### src/rtl/prbs_det_pkg.sv
package prbs_det_pkg;

  typedef enum logic [1:0] {
    ST_IDLE,
    ST_SYNC,
    ST_LOCK,
    ST_DONE
  } det_state_t;

  localparam int NUM_ORDERS = 5;
  localparam int MAX_ORDER  = 31;

  // highest tap (the order) for each selectable sequence
  function automatic int tap_hi(input int idx);
    case (idx)
      1:       return 9;
      2:       return 15;
      3:       return 23;
      4:       return 31;
      default: return 7;
    endcase
  endfunction

  // inner tap for each selectable sequence
  function automatic int tap_lo(input int idx);
    case (idx)
      1:       return 5;
      2:       return 14;
      3:       return 18;
      4:       return 28;
      default: return 6;
    endcase
  endfunction

endpackage

### src/rtl/prbs_predictor.sv
module prbs_predictor
  import prbs_det_pkg::*;
#(
  parameter int SW    = MAX_ORDER,
  parameter int SEL_W = 3
) (
  input  logic             clk,
  input  logic             rst,
  input  logic             clr,
  input  logic             shift_en,
  input  logic             use_pred,
  input  logic             in_bit,
  input  logic [SEL_W-1:0] sel,
  output logic             pred_bit,
  output logic             state_nz
);

  // st[0] holds the newest bit, st[k] the bit k+1 positions back
  logic [SW-1:0]         st;
  logic [NUM_ORDERS-1:0] pv;
  logic [NUM_ORDERS-1:0] nv;

  genvar g;
  generate
    for (g = 0; g < NUM_ORDERS; g++) begin : g_ord
      localparam int HI = tap_hi(g);
      localparam int LO = tap_lo(g);
      assign pv[g] = st[HI-1] ^ st[LO-1];
      assign nv[g] = |st[HI-1:0];
    end
  endgenerate

  always_comb begin
    pred_bit = pv[0];
    state_nz = nv[0];
    for (int i = 1; i < NUM_ORDERS; i++) begin
      if (sel == SEL_W'(i)) begin
        pred_bit = pv[i];
        state_nz = nv[i];
      end
    end
  end

  always_ff @(posedge clk) begin
    if (rst || clr) begin
      st <= '0;
    end else if (shift_en) begin
      st <= {st[SW-2:0], (use_pred ? pred_bit : in_bit)};
    end
  end

endmodule

### src/rtl/prbs_lock_fsm.sv
module prbs_lock_fsm
  import prbs_det_pkg::*;
#(
  parameter int LOCK_RUN  = 64,
  parameter int WIN_LEN   = 256,
  parameter int ERR_LIMIT = 16
) (
  input  logic       clk,
  input  logic       rst,
  input  logic       start,
  input  logic       in_valid,
  input  logic       mism,
  input  logic       state_nz,
  input  logic       at_target,
  output det_state_t state_o,
  output logic       lol_o
);

  localparam int MW = $clog2(LOCK_RUN);
  localparam int WW = $clog2(WIN_LEN);
  localparam int EW = $clog2(ERR_LIMIT + 1);

  det_state_t    st;
  logic [MW-1:0] run_q;
  logic [WW-1:0] win_q;
  logic [EW-1:0] werr_q;

  always_ff @(posedge clk) begin
    if (rst) begin
      st     <= ST_IDLE;
      run_q  <= '0;
      win_q  <= '0;
      werr_q <= '0;
      lol_o  <= 1'b0;
    end else if (start) begin
      st     <= ST_SYNC;
      run_q  <= '0;
      win_q  <= '0;
      werr_q <= '0;
      lol_o  <= 1'b0;
    end else begin
      case (st)
        ST_SYNC: begin
          if (in_valid) begin
            if (!mism && state_nz) begin
              if (run_q == MW'(LOCK_RUN - 1)) begin
                st     <= ST_LOCK;
                run_q  <= '0;
                win_q  <= '0;
                werr_q <= '0;
              end else begin
                run_q <= run_q + 1'b1;
              end
            end else begin
              run_q <= '0;
            end
          end
        end
        ST_LOCK: begin
          if (at_target) begin
            st <= ST_DONE;
          end else if (in_valid) begin
            if (mism && (werr_q == EW'(ERR_LIMIT))) begin
              st    <= ST_SYNC;
              lol_o <= 1'b1;
              run_q <= '0;
            end else if (win_q == WW'(WIN_LEN - 1)) begin
              win_q  <= '0;
              werr_q <= '0;
            end else begin
              win_q  <= win_q + 1'b1;
              werr_q <= werr_q + EW'(mism);
            end
          end
        end
        default: ;
      endcase
    end
  end

  assign state_o = st;

endmodule

### src/rtl/prbs_sat_counter.sv
module prbs_sat_counter #(
  parameter int W = 32
) (
  input  logic         clk,
  input  logic         rst,
  input  logic         clr,
  input  logic         inc,
  output logic [W-1:0] count
);

  always_ff @(posedge clk) begin
    if (rst || clr) begin
      count <= '0;
    end else if (inc && !(&count)) begin
      count <= count + 1'b1;
    end
  end

endmodule

### src/rtl/prbs_err_det.sv
module prbs_err_det
  import prbs_det_pkg::*;
#(
  parameter int CNT_W     = 48,
  parameter int ERR_W     = 32,
  parameter int LOCK_RUN  = 64,
  parameter int WIN_LEN   = 256,
  parameter int ERR_LIMIT = 16,
  parameter int SEL_W     = 3
) (
  input  logic             clk,
  input  logic             rst,
  input  logic             start,
  input  logic [SEL_W-1:0] order_sel,
  input  logic [CNT_W-1:0] target_bits,
  input  logic             in_valid,
  input  logic             in_bit,
  output logic             locked,
  output logic             done,
  output logic             loss_of_lock,
  output logic [CNT_W-1:0] bit_count,
  output logic [ERR_W-1:0] err_count
);

  det_state_t       st;
  logic [SEL_W-1:0] order_q;
  logic             pred_bit;
  logic             state_nz;
  logic             mism;
  logic             at_target;
  logic             cnt_en;
  logic             shift_en;

  // order code is captured only when a test starts; unknown codes fall back to 0
  always_ff @(posedge clk) begin
    if (rst) begin
      order_q <= '0;
    end else if (start) begin
      order_q <= (int'(order_sel) < NUM_ORDERS) ? order_sel : '0;
    end
  end

  assign mism      = pred_bit ^ in_bit;
  assign at_target = (bit_count == target_bits);
  assign cnt_en    = (st == ST_LOCK) && in_valid && !at_target;
  assign shift_en  = ((st == ST_SYNC) && in_valid) || cnt_en;

  prbs_predictor #(
    .SW   (MAX_ORDER),
    .SEL_W(SEL_W)
  ) u_pred (
    .clk     (clk),
    .rst     (rst),
    .clr     (start),
    .shift_en(shift_en),
    .use_pred(st == ST_LOCK),
    .in_bit  (in_bit),
    .sel     (order_q),
    .pred_bit(pred_bit),
    .state_nz(state_nz)
  );

  prbs_lock_fsm #(
    .LOCK_RUN (LOCK_RUN),
    .WIN_LEN  (WIN_LEN),
    .ERR_LIMIT(ERR_LIMIT)
  ) u_fsm (
    .clk      (clk),
    .rst      (rst),
    .start    (start),
    .in_valid (in_valid),
    .mism     (mism),
    .state_nz (state_nz),
    .at_target(at_target),
    .state_o  (st),
    .lol_o    (loss_of_lock)
  );

  prbs_sat_counter #(.W(CNT_W)) u_bits (
    .clk  (clk),
    .rst  (rst),
    .clr  (start),
    .inc  (cnt_en),
    .count(bit_count)
  );

  prbs_sat_counter #(.W(ERR_W)) u_errs (
    .clk  (clk),
    .rst  (rst),
    .clr  (start),
    .inc  (cnt_en && mism),
    .count(err_count)
  );

  assign locked = (st == ST_LOCK);
  assign done   = (st == ST_DONE);

endmodule

### config.mk
export PLATFORM = sky130hd
export DESIGN_NAME = prbs_err_det
export DESIGN_NICKNAME = d
export VERILOG_FILES = /design/src/rtl/prbs_det_pkg.sv /design/src/rtl/prbs_predictor.sv /design/src/rtl/prbs_lock_fsm.sv /design/src/rtl/prbs_sat_counter.sv /design/src/rtl/prbs_err_det.sv
export SDC_FILE = /design/constraint.sdc
export NUM_CORES = 1
export LEC_CHECK = 0
export ABC_AREA = 1
export BUFFER_PORTS_ARGS = -buffer_cell sky130_fd_sc_hd__buf_2
export CORE_ASPECT_RATIO = 1.1
export CORE_MARGIN = 4
export CORE_UTILIZATION = 45
export DETAILED_ROUTE_END_ITERATION = 12
export HOLD_SLACK_MARGIN = 0.06
export PLACE_DENSITY = 0.63
export SETUP_SLACK_MARGIN = 0.5
export SLEW_MARGIN = 5
export SYNTH_ARGS = -nofsm -noshare
export SYNTH_HDL_FRONTEND = slang
export SYNTH_SLANG_ARGS = --single-unit
### constraint.sdc
create_clock -name clk -period 3.45 [get_ports clk]
set_input_delay 0.5175 -clock clk [delete_from_list [all_inputs] [get_ports clk]]
set_output_delay 0.5175 -clock clk [all_outputs]
set_load 0.02 [all_outputs]
==> out/results.tsv <==
metric	value	unit
Worst-path clk slew	0.06	ns
R2R cell count	12	
global routing usage on met2	39.7	%
CTS Root Buffer Type	clkbuf_16	
run status	finished, final reports clean	
Flop pwr share	42.1	%
CP startpoint kind	register	
grt ovf	0	
HP Class	in -> reg	
first-pass GRT wire length	39.2	mm
Tot Pwr	3.79	mW
Max rail drop VDD	310	uV
sequential fraction of the synthesis area	32.8	%
Placement Cell Area	9150	um2
leakage	3.79	nW
post-route cell area	9790	um2
post-route ant nets	0	
CTS Hold Bufs	0	
Cell Area, Synth	8300	um2
flops & latches, synth	136	
Setup Skew	0.00798	ns
die area	20700	um2
count of cell types in the netlist	40	
Worst Path Max Fanout	50	
postcts setup bufs	0	
DRC	0	
clock share of power	52.7	%
slew of the pin with the lowest slew margin	0.884	ns
clk buf depth	2	
later-pin clock latency in the skew report	0.43	ns
setup slack at placement	0.806	ns
Critical path origin	u_bits.count[0]	
Slew Limit Fails	0	
Mapped Avg Cell Area	6.38	um2
RSZ-0062 raised after global routing	false	
MaxCap Viol Count	0	
Port Buffer Count	138	
post_cts resized	0	
Starting Density	46.3	%
Hold Fails Final Rpt	0	
kind of critical path	reg -> reg	
layout cell share with drive strength beyond 1	15.3	%
number of global-route vias before repair	8047	
met3 Use GR	4.61	%
H-Tree Depth	4	
GRT busiest layer	met2	
CTS Sinks	136	
WL per Instance	14.2	um
cell area power density	388	nW/um2
NetSw	0.836	mW
PnR worst setup slack	0.881	ns
Via density	5.09	
DP HPWL	18.0	mm
row count	51	
CTS tree	done	
minimum clock period	2.57	ns
Die Wd	137	um
total CTS buffers	17	
Period Utilization, post-route	74.5	%
required time of the worst setup path	3.81	ns
fillers	1831	
Initial DRT Pass Iterations	4	
M1 GR Usage	30.0	%
Hold Path Origin	rst	
setup TNS	0	ns
switch share	22.0	%
Ys Warns	0	
die height	150	um
IO Count	139	
max_slew headroom	41.0	%
initial antenna violation count	2	
DRT Wirelength	23.9	mm
P&R area growth vs syn	17.9	%
Final nets	1487	
worst r2r src	u_bits.count[0]	
Mapped Cells	1300	
CP endpoint kind	register	
Comb pwr share	5.2	%
# setup viols final	0	
Achievable Freq	0.389	GHz
largest net degree at the start of global routing	57	
Iter 0 DRT Violations	484	
Net Count, Synth	1362	
GRT Total Usage	23.6	%
Worst EP arrival	2.93	ns
hold path depth	2	
Vias	8523	
P_int	2.96	mW
Routability Congestion	0.949	
core area	17900	um2
[final timing paths]
kind              slack, ns                to
setup / recovery       0.88   u_bits.count[8]
hold / removal         0.36  u_fsm.state_o[0]
setup reg to reg       0.88   u_bits.count[8]
hold reg to reg        0.46    u_fsm.run_q[4]
[worst max-delay path, stage by stage, from the launching register on]
cell and delay, ns:
dfxtp_1 0.42, ha_1 0.32, inv_2 0.11, nor3_4 0.20, nand2_1 0.14, nor3_4 0.26, nand4_1 0.13, nand2_2 0.10
buf_4 0.43, nor3_1 0.12, nand2_1 0.08, nand2_1 0.04, nor2_1 0.09
[metrics by stage]
step | instances | hold WS, ns | utilization (%)
6_report | 1675 | 0.360 | 54.6
5_1_grt | 1674 | 0.365 | 54.6
4_1_cts | 1674 | 0.352 | 54.6
3_5_place_dp | 1644 | 0.456 | 51.0
3_3_place_gp | 1644 | 0.452 | 51.0
2_1_floorplan | 1300 | 0.439 | -
[layout by cell type, fill, tap and decap left out, types with 2 or more instances in the layout]
cell and instances:
clkbuf_16 17, ha_1 6, and3_1 3, xnor2_1 50
nand2_1 386, nor3_1 51, a21oi_1 100, bufinv_16 5
o21ai_1 9, buf_4 7, nor2_1 175, inv_6 2
buf_2 138, clkinv_4 2, a31oi_1 2, xor2_1 53
nor2_4 2, inv_2 25, nor4_2 2, nor3_4 2
nand3_1 49, o21ai_0 48, nand2_2 5, nor3b_1 3
nor3_2 5, dfxtp_1 136, nor4_1 16, nand4_1 19
clkinv_2 2, inv_1 103
[power groups by stage]
stage                     sequential [mW]  combinational (mW)  clock, mW
after global routing                 1.60               0.226       2.11
after CTS                            1.60               0.200       2.03
after detailed placement             1.63               0.199          0
after floorplan                      1.63               0.130          0
after global placement               1.63               0.197          0
final                                1.60               0.199       2.00
[Yosys cell counts (all sizes together)]
cell type | instances | share of area [%]
and2 | 1 | 0.075
xor2 | 53 | 5.6
nor3b | 3 | 0.27
a211oi | 1 | 0.091
nor2 | 178 | 8.2
buf | 23 | 1.7
a31oi | 2 | 0.15
o21bai | 1 | 0.091
xnor2 | 50 | 5.3
o22ai | 1 | 0.075
nor3 | 58 | 4.1
a31o | 1 | 0.11
and3 | 3 | 0.23
clkinv | 1 | 0.045
o211ai | 1 | 0.091
nand3 | 49 | 3.0
nand2 | 392 | 18
nand4 | 19 | 1.4
dfxtp | 136 | 33
ha | 6 | 0.90
or3 | 1 | 0.075
clkbuf | 16 | 0.72
nor4b | 1 | 0.11
inv | 127 | 5.7
a21oi | 100 | 6.0
o21ai | 57 | 3.4
nor4 | 19 | 1.8
[sequential cells by signal, indices dropped and copies added (netlist names)]
register,flops
order_q,3
u_bits.count,48
u_errs.count,32
u_fsm.lol_o,1
u_fsm.run_q,6
u_fsm.state_o,2
u_fsm.werr_q,5
u_fsm.win_q,8
u_pred.st,31
[cell families (layout without fill, tap and decap cells)]
family,Yosys count,after routing,synth area share [%]
xor+xnor,103,103,10.9
other cells,0,1,0
flops,136,136,32.8
compound gates,164,164,10.1
simple gates,724,724,37.1
buf+inv,167,303,8.22
fa+ha+maj,6,6,0.905
[metal layers]
| layer | part of all wire (%) | vias up |
|---|---|---|
| li1 | - | 4404 |
| met1 | 45 | 3866 |
| met2 | 47 | 201 |
| met3 | 5.2 | 48 |
| met4 | 2.6 | 4 |
| met5 | 0.063 | - |
[cell type report]
class | instances | area (um2) | share of cell area, %
Timing Repair Buffer | 145 | 743 | 7.59
Tap cell | 238 | 298 | 3.04
Antenna cell | 1 | 2.50 | 0.0256
Sequential cell | 136 | 2720 | 27.8
Clock inverter | 11 | 195 | 1.99
Clock buffer | 19 | 443 | 4.53
Inverter | 128 | 480 | 4.91
Multi-Input combinational cell | 997 | 4900 | 50.1
Power figures use the tool's default switching activity.
